## src/rtl/txr_pkg.sv

```systemverilog
package txr_pkg;
  localparam int DW             = 32;
  localparam int DESC_BYTES     = 16;
  localparam int CTRL_OWN_BIT   = 31;
  localparam int CTRL_EOR_BIT   = 30;
  localparam int CTRL_LEN_W     = 16;
  localparam int POLL_NORMAL_BIT = 6;
  localparam int IRQ_TXOK_BIT   = 2;
  localparam int IRQ_W          = 16;

  localparam logic [1:0] WSEL_CTRL = 2'd0;
  localparam logic [1:0] WSEL_LO   = 2'd2;
  localparam logic [1:0] WSEL_HI   = 2'd3;

  typedef enum logic [2:0] {
    ST_IDLE, ST_RD_CTRL, ST_CHK_CTRL, ST_RD_LO, ST_RD_HI, ST_GOT_HI, ST_JOB, ST_WB
  } txr_state_e;

  // byte offset of one word of one descriptor from the ring base
  function automatic logic [31:0] desc_offset(input logic [31:0] idx, input logic [1:0] wsel);
    return idx * 32'(DESC_BYTES) + 32'(wsel) * 32'd4;
  endfunction

  // control word as returned to the host
  function automatic logic [DW-1:0] hand_back(input logic [DW-1:0] ctrl);
    logic [DW-1:0] r;
    r = ctrl;
    r[CTRL_OWN_BIT] = 1'b0;
    return r;
  endfunction
endpackage

```

## src/rtl/txr_ptr.sv

```systemverilog
module txr_ptr import txr_pkg::*; #(
  parameter int AW = 16,
  parameter int IW = 10
) (
  input  logic          clk,
  input  logic          rst_n,
  input  logic          base_we,
  input  logic [AW-1:0] base_wdata,
  input  logic          adv,
  input  logic          wrap,
  input  logic [1:0]    wsel,
  output logic [AW-1:0] addr
);
  logic [AW-1:0] base_q;
  logic [IW-1:0] idx_q;

  always_ff @(posedge clk) begin
    if (!rst_n) begin
      base_q <= '0;
      idx_q  <= '0;
    end else if (base_we) begin
      base_q <= base_wdata;
      idx_q  <= '0;
    end else if (adv) begin
      idx_q <= wrap ? '0 : idx_q + IW'(1);
    end
  end

  assign addr = base_q + AW'(desc_offset(32'(idx_q), wsel));

  // after an end-of-ring slot the next control fetch is at the base
  a_r9_wrap_to_base: assert property (@(posedge clk) disable iff (!rst_n)
    (adv && wrap && !base_we) |=> (addr == base_q));
  // a base write restarts the ring at slot 0
  a_r10_base_resets_index: assert property (@(posedge clk) disable iff (!rst_n)
    base_we |=> (idx_q == '0));
endmodule

```

## src/rtl/txr_doorbell.sv

```systemverilog
module txr_doorbell import txr_pkg::*; (
  input  logic       clk,
  input  logic       rst_n,
  input  logic       poll_we,
  input  logic [7:0] poll_wdata,
  input  logic       engine_idle,
  input  logic       take_pending,
  output logic       go,
  output logic       pending_q
);
  logic ring;
  logic unused_poll_bits;

  assign ring = poll_we && poll_wdata[POLL_NORMAL_BIT];
  assign unused_poll_bits = ^(poll_wdata & ~(8'h1 << POLL_NORMAL_BIT));
  assign go = ring || pending_q;

  always_ff @(posedge clk) begin
    if (!rst_n)                     pending_q <= 1'b0;
    else if (ring && !engine_idle)  pending_q <= 1'b1;
    else if (take_pending)          pending_q <= 1'b0;
  end

  // a busy-time doorbell is never lost
  a_r11_latch_busy_ring: assert property (@(posedge clk) disable iff (!rst_n)
    (ring && !engine_idle) |=> pending_q);
  // a poll write without the doorbell bit never arms the latch
  a_r2_no_bit_no_latch: assert property (@(posedge clk) disable iff (!rst_n)
    (!pending_q && !(poll_we && poll_wdata[POLL_NORMAL_BIT])) |=> !pending_q);
endmodule

```

## src/rtl/txr_fsm.sv

```systemverilog
module txr_fsm import txr_pkg::*; (
  input  logic                clk,
  input  logic                rst_n,
  input  logic                go,
  input  logic                pending_q,
  input  logic [DW-1:0]       mem_rdata,
  input  logic                job_done,
  output logic                mem_req,
  output logic                mem_we,
  output logic [DW-1:0]       mem_wdata,
  output logic [1:0]          wsel,
  output logic                job_valid,
  output logic [2*DW-1:0]     job_addr,
  output logic [CTRL_LEN_W-1:0] job_len,
  output logic                adv,
  output logic                wrap,
  output logic                engine_idle,
  output logic                take_pending,
  output logic                txok
);
  txr_state_e st;
  logic [DW-1:0] ctrl_q, lo_q, hi_q;
  logic          own_seen;

  assign own_seen = mem_rdata[CTRL_OWN_BIT];

  always_ff @(posedge clk) begin
    if (!rst_n) begin
      st     <= ST_IDLE;
      ctrl_q <= '0;
      lo_q   <= '0;
      hi_q   <= '0;
      txok   <= 1'b0;
    end else begin
      txok <= (st == ST_WB);
      case (st)
        ST_IDLE:     if (go) st <= ST_RD_CTRL;
        ST_RD_CTRL:  st <= ST_CHK_CTRL;
        ST_CHK_CTRL: begin
          ctrl_q <= mem_rdata;
          if (own_seen)       st <= ST_RD_LO;
          else if (pending_q) st <= ST_RD_CTRL;
          else                st <= ST_IDLE;
        end
        ST_RD_LO:    st <= ST_RD_HI;
        ST_RD_HI:    begin lo_q <= mem_rdata; st <= ST_GOT_HI; end
        ST_GOT_HI:   begin hi_q <= mem_rdata; st <= ST_JOB; end
        ST_JOB:      if (job_done) st <= ST_WB;
        ST_WB:       st <= ST_RD_CTRL;
        default:     st <= ST_IDLE;
      endcase
    end
  end

  always_comb begin
    mem_req = 1'b0;
    wsel    = WSEL_CTRL;
    case (st)
      ST_RD_CTRL: mem_req = 1'b1;
      ST_RD_LO:   begin mem_req = 1'b1; wsel = WSEL_LO; end
      ST_RD_HI:   begin mem_req = 1'b1; wsel = WSEL_HI; end
      ST_WB:      mem_req = 1'b1;
      default:    ;
    endcase
  end

  assign mem_we       = (st == ST_WB);
  assign mem_wdata    = hand_back(ctrl_q);
  assign job_valid    = (st == ST_JOB);
  assign job_addr     = {hi_q, lo_q};
  assign job_len      = ctrl_q[CTRL_LEN_W-1:0];
  assign adv          = (st == ST_WB);
  assign wrap         = ctrl_q[CTRL_EOR_BIT];
  assign engine_idle  = (st == ST_IDLE);
  assign take_pending = pending_q &&
                        ((st == ST_IDLE) || (st == ST_CHK_CTRL && !own_seen));

  // a presented job does not move until it is done
  a_r6_job_hold: assert property (@(posedge clk) disable iff (!rst_n)
    (job_valid && !job_done) |=> (job_valid && $stable(job_addr) && $stable(job_len)));
  // a write-back never hands the slot to hardware again
  a_r7_wb_releases: assert property (@(posedge clk) disable iff (!rst_n)
    mem_we |-> !mem_wdata[CTRL_OWN_BIT]);
  // a host-owned slot with nothing latched leads to idle, nothing served
  a_r5_stop_quiet: assert property (@(posedge clk) disable iff (!rst_n)
    (st == ST_CHK_CTRL && !own_seen && !pending_q) |=> (!mem_req && !job_valid));
  // the completion event follows a write-back and lasts one cycle
  a_r8_txok_pulse: assert property (@(posedge clk) disable iff (!rst_n)
    txok |=> !txok);
  a_r8_txok_after_wb: assert property (@(posedge clk) disable iff (!rst_n)
    mem_we |=> txok);
endmodule

```

## src/rtl/txr_engine.sv

```systemverilog
module txr_engine import txr_pkg::*; #(
  parameter int AW = 16,
  parameter int IW = 10
) (
  input  logic          clk,
  input  logic          rst_n,
  input  logic          base_we,
  input  logic [AW-1:0] base_wdata,
  input  logic          poll_we,
  input  logic [7:0]    poll_wdata,
  output logic          mem_req,
  output logic          mem_we,
  output logic [AW-1:0] mem_addr,
  output logic [31:0]   mem_wdata,
  input  logic [31:0]   mem_rdata,
  output logic          job_valid,
  output logic [63:0]   job_addr,
  output logic [15:0]   job_len,
  input  logic          job_done,
  output logic [15:0]   int_status
);
  localparam int JAW = 2 * DW;

  logic       go, pending_q, take_pending, engine_idle;
  logic       adv, wrap, txok;
  logic [1:0] wsel;
  logic [JAW-1:0] job_addr_w;
  logic [CTRL_LEN_W-1:0] job_len_w;

  txr_doorbell u_bell (
    .clk, .rst_n, .poll_we, .poll_wdata, .engine_idle, .take_pending,
    .go, .pending_q
  );

  txr_ptr #(.AW(AW), .IW(IW)) u_ptr (
    .clk, .rst_n, .base_we, .base_wdata, .adv, .wrap, .wsel, .addr(mem_addr)
  );

  txr_fsm u_fsm (
    .clk, .rst_n, .go, .pending_q, .mem_rdata, .job_done,
    .mem_req, .mem_we, .mem_wdata, .wsel, .job_valid,
    .job_addr(job_addr_w), .job_len(job_len_w),
    .adv, .wrap, .engine_idle, .take_pending, .txok
  );

  assign job_addr = job_addr_w;
  assign job_len  = job_len_w;

  always_comb begin
    int_status = '0;
    int_status[IRQ_TXOK_BIT] = txok;
  end

  // nothing moves while reset is held
  a_r1_reset_quiet: assert property (@(posedge clk)
    !rst_n |=> (!mem_req && !job_valid && int_status == '0));
  // reads fall on whole words of the descriptor
  a_r3_word_aligned: assert property (@(posedge clk) disable iff (!rst_n)
    mem_req |-> (mem_addr[1:0] == 2'b00));
endmodule

```

## config.mk

```make
export PLATFORM = sky130hd
export DESIGN_NAME = txr_engine
export DESIGN_NICKNAME = d
export VERILOG_FILES = /design/src/rtl/txr_pkg.sv /design/src/rtl/txr_ptr.sv /design/src/rtl/txr_doorbell.sv /design/src/rtl/txr_fsm.sv /design/src/rtl/txr_engine.sv
export SDC_FILE = /design/constraint.sdc
export NUM_CORES = 1
export LEC_CHECK = 0
export BUFFER_PORTS_ARGS = -buffer_cell sky130_fd_sc_hd__buf_2
export CORE_MARGIN = 3
export CORE_UTILIZATION = 51
export CTS_BUF_LIST = sky130_fd_sc_hd__clkbuf_4 sky130_fd_sc_hd__clkbuf_8
export DETAILED_ROUTE_END_ITERATION = 8
export HOLD_SLACK_MARGIN = 0.05
export PLACE_DENSITY = 0.82
export SLEW_MARGIN = 20
export SYNTH_ARGS = -nofsm -noshare
export SYNTH_HDL_FRONTEND = slang
export SYNTH_SLANG_ARGS = --single-unit
```

## constraint.sdc

```tcl
create_clock -name clk -period 2.8 [get_ports clk]
set_input_delay 0 -clock clk [delete_from_list [all_inputs] [get_ports clk]]
set_output_delay 0 -clock clk [all_outputs]
set_load 0.1 [all_outputs]
```

======== Yosys cells after proc, flatten, opt, wreduce, memory -nomap -nowiden ========
Cells that the tools add are included.
operators by class
  equality and inequality tests ........... 9
  reductions and logical operators ........ 13
  multiplexer cells ....................... 10
  bitwise operators ....................... 1
  add/sub/neg operators ................... 3
operators by type and width
  cell                   number
  $pmux 3 s8             1
  $add 16x16->16         1
  $add 14x4->15          1
  $eq 3x3->1 const B     4
  $add 10x1->10 const B  1
  $mux 10                1
  $mux 3                 3
  $eq 3x2->1 const B     2
  $logic_and 1x1->1      4
  $mux 1                 4
  $pmux 2 s2             1
  $reduce_or 4->1        1
  $eq 3x1->1 const B     1
  $logic_not 3->1        1
  $logic_not 1->1        2
  $logic_or 1x1->1       2
  $ne 2x1->1 const B     1
  $ne 2x2->1 const B     1
  $reduce_and 2->1       1
  $reduce_bool 2->1      1
  $reduce_or 2->1        1
  $not 1->1              1
storage, ports and cells
  input bits .............................. 61
  register bits after elaboration ......... 126
  output and inout port bits .............. 147

======== Logic depth before layout (Yosys ltp) ========
  word-level depth ........................ 6
  depth in mapped cells ................... 12

======== Cells and area by module ========
Synthesis repeated with hierarchy kept, for this count alone.
unflattened totals
  cells, all modules ...................... 687
  area, all modules ....................... 5801.8 um^2
modules (own cells, without submodules)
  module        times used  area each (um^2)  cells an instance
  txr_fsm       1           3926.3            468
  txr_ptr       1           1704.1            197
  txr_engine    1           123.9             17
  txr_doorbell  1           47.5              5

======== Worst setup path after synthesis ========
No wires, ideal clock.
  path type ............................... flip-flop to output port
  from .................................... register u_fsm.st[0]
  to ...................................... output mem_addr[11]
  setup slack ............................. -833 ps
  arrival ................................. 3633 ps
  stages on the path, launching flop included .. 12
  cells stage by stage .................... dfxtp_1 > inv_1 > nand2b_1 > buf_2 > clkbuf_1 > o21ai_0 > ha_1 > a21o_1 > nand4_1 > a21oi_1 > nor2_1 > xnor2_1
between the ends
  longest elaborated chain between the ends .. 4
RTL lines
  what                                      line              text
  from (decl)                               txr_fsm.sv:21     txr_state_e st;
  from (signal assigned)                    txr_fsm.sv:29     st <= ST_IDLE;
  from (signal assigned)                    txr_fsm.sv:37     ST_IDLE: if (go) st <= ST_RD_CTRL;
  from (signal assigned)                    txr_fsm.sv:38     ST_RD_CTRL: st <= ST_CHK_CTRL;
  $eq 3x3->1 or $eq 3x2->1 (tied branches)  txr_fsm.sv:58     case (st)
  $pmux 2 s2 (*)                            txr_fsm.sv:58
  $add 14x4->15 (*)                         txr_pkg.sv:21     return idx * 32'(DESC_BYTES) + 32'(wsel) * 32'd4;
  $add 16x16->16 (*)                        txr_ptr.sv:29     assign addr = base_q + AW'(desc_offset(32'(idx_q), wsel));
  to (decl)                                 txr_engine.sv:13  output logic [AW-1:0] mem_addr,
Every way passes the cells marked *; elsewhere a longest branch is shown, timed or not.

======== Worst setup path in the final report ========
  from .................................... register u_fsm.st[1]
  to ...................................... output mem_addr[12]
Same word-level chain as after synthesis.

==> results.toml <==
[run_status]
outcome = "finished, final reports clean"

[setup_path]
crit_slowest_cell = "fa_2"
crit_type = "reg2out"
start_kind = "flip-flop"
slowest_delay_ns = 0.35
critPathRequiredTime_ns = 2.80
r2r_start = "u_bell.pending_q"
path_max_fanout = 4
critPathArrivalTime_ns = 2.74
path_cells = "nand2b_4 > nand2b_4 > inv_4 > ha_4 > fa_2 > a21o_1 > a31oi_4 > o21ai_1 > o211ai_1 > xnor2_4 > buf_12"
path_common_cell = "nand2b_4"
cp-startpoint = "u_fsm.st[1]"
cp-end-kind = "output port"

[min_path]
min_from = "rst_n"
min_path_type = "in2reg"

[timing]
clock_skew_ns = 0.00948
rsz0062_at_grt = "true"
hold_viol = 0
clock.fmax_mhz = 364
period_minus_slack_ns = 2.74
maxSlewHeadroom = 0.575
holdWs_ns = 0.0891
setup-violations-final = 0
finalCritPeriodShare = 0.980
worstMarginPinSlew_ns = 0.638
drv_slew = 0

[die]
fp.dieW_um = 111
fp.dieH_um = 111
start_util = 0.536
row_count = 37
dieArea_um2 = 12400
core-area_um2 = 10600
io_pins = 208

[logic_synthesis]
synthMuxAreaShare = 0.0354
syn_inst = 669
synth.area.top_cells = "dfxtp_1 45%, nand2_1 14%, a21boi_0 11%"
syn_area_um2 = 5660
ys_seq_area_frac = 0.446
synth_top_family_by_area = "simple AND/OR/NAND/NOR gates"
yosys.area_share.adder = 0.0323
postSynthRegisterBits = 126
synthDistinctLibCells = 42
yosys_warnings = 0
synth-simple-area-share = 0.201
yosys.area.top_type = "dfxtp_1"
async_flop_share = 0
syn_avg_cell_area_um2 = 8.46
synth_top_cell_area_share = 0.446
synth-xor-area-share = 0.0309
synth_ff_type = "dfxtp_1"
yosysMostFrequentCell = "nand2_1"
synth_compound_area_frac = 0.173
synth_commonest_cells = "204 x nand2_1, 126 x dfxtp_1, 85 x a21boi_0, 36 x buf_4, 27 x clkbuf_1"
synth_edf_count = 0

[place]
dp.cells = 941
place.gp.congestion = 0.909
place_hpwl_um = 10800
io_buffers = 184

[grt]
grt_usage = 0.261
grt_pass1_wl_um = 26500
overflow = 0
antenna_found_initial = 0
grt_pass1_vias = 5581
grt_max_degree = 61

[power]
pwr_density_cell_nw_per_um2 = 618
p_leak_nw = 3.55
ir_worst_vdd_uv = 429

[clocking]
cts_tree = "done"
cts_buffer_depth = 2
clk_pin_slew_ns = 0.08
htreeDepth = 4
cts_sinks = 126
cts_root_buffer = "clkbuf_8"
cts-buffers-inserted = 17
insertion_delay_ns = 0.43

[routing]
drt_iter0_markers = 300
finalWirelength_um = 16700
viasPerCell = 5.27
wire_per_inst_um = 16.2
drtPass1Iterations = 7
vias = 5418
drc = 0
ant_nets = 0

[cells_and_area]
fin_cells = 1029
n_antenna_cell = 0
fin_util = 0.751
fill_cells = 689
layout-drive-gt1-share = 0.297
nNetsFinal = 955
areaGrowthSynthToFinish_pct = 40.1

[run]
maxCapViolations = 0
==> cell type report <==
class | count | area [um^2] | area share
sequential | 126 | 2520 | 0.318
inverter | 5 | 21.3 | 0.00268
clock buffer | 18 | 248 | 0.0312
timing repair buffer | 254 | 1790 | 0.226
tap | 136 | 170 | 0.0215
clock inverter | 14 | 206 | 0.0260
multi-input combinational | 476 | 2970 | 0.375
==> critical path: cells and delay by family (launching register included) <==
family | cells | cell delay [ns]
AOI/OAI and AO/OA | 4 | 0.78
xor gates and xnor gates | 1 | 0.17
adders and majority gates | 2 | 0.51
buffers and inverters | 2 | 0.24
DFF | 1 | 0.34
and+or+nand+nor | 2 | 0.28
==> per-layer routing <==
metal	part of all wire	up-vias	track usage	wire, um
met5	0	-	0	0
met4	0.023	0	0.0916	378
met3	0.078	36	0.0755	1310
met2	0.52	250	0.476	8610
met1	0.38	2564	0.288	6350
li1	-	2568	-	-
==> final timing paths <==
check	endpoint	slack [ns]	cells past startpoint
worst max-delay path	mem_addr[12]	0.06	11
worst min-delay path	u_fsm.lo_q[9]	0.09	2
worst max register to register	u_bell.pending_q	1.02	4
worst min register to register	u_fsm.lo_q[17]	0.46	2
==> sequential cells by signal, indices dropped and copies added (netlist names) <==
| register | count |
|---|---|
| u_ptr.base_q | 16 |
| u_fsm.ctrl_q | 31 |
| u_ptr.idx_q | 10 |
| u_fsm.st | 3 |
| u_fsm.txok | 1 |
| u_fsm.lo_q | 32 |
| u_bell.pending_q | 1 |
| u_fsm.hi_q | 32 |
==> report_power, final <==
part / total, W / internal [W] / switching (W)
sequential: 0.00189 / 0.00185 / 0.0000408
combinational: 0.00121 / 0.000301 / 0.000913
clock: 0.00179 / 0.00101 / 0.000780
total: 0.00490 / 0.00317 / 0.00173
==> metrics by stage <==
step	total power [W]	setup TNS, ns	setup WS (ns)	cell area, um^2
2_1_floorplan	0.00285	-0.216	-0.203	5850
3_3_place_gp	0.00304	0	0.228	6820
3_5_place_dp	0.00306	0	0.142	6820
4_1_cts	0.00491	0	0.00589	7870
5_1_grt	0.00507	-0.133	-0.0858	7930
6_report	0.00490	0	0.0563	7930
==> placed cells by master, fill, tap and decap left out, drive strengths merged, types with 6 or more instances in the layout <==
cell type,netlist,final
and3,6,6
inv,5,10
a21oi,13,13
nand3,9,9
conb,1,16
nand2,204,204
nor2b,17,17
dlygate4sd3,0,53
xnor2,11,11
xor2,9,9
mux2i,20,20
a21boi,95,95
buf,50,201
a21o,6,6
ha,13,13
o21ai,6,6
clkbuf,27,18
dfxtp,126,126
nor2,17,17
==> what timing repair did <==
action / in CTS / in global routing
cloned: 0 / 0
gates resized for setup: 10 / 12
pin swaps: 6 / 6
endpoints found under the hold margin: 114 / 0
setup endpoints to repair: 8 / 8
buffers inserted: 1 / 2
hold buffers: 53 / 0
==> logic make-up (layout without fill, tap and decap cells) <==
family | count (synthesis) | after routing
buf+inv | 82 | 291
simple gates | 271 | 271
xor+xnor | 20 | 20
compound gates | 135 | 135
other cells | 1 | 16
flops | 126 | 126
fa+ha+maj | 14 | 14
mux | 20 | 20
Power figures use the tool's default switching activity.
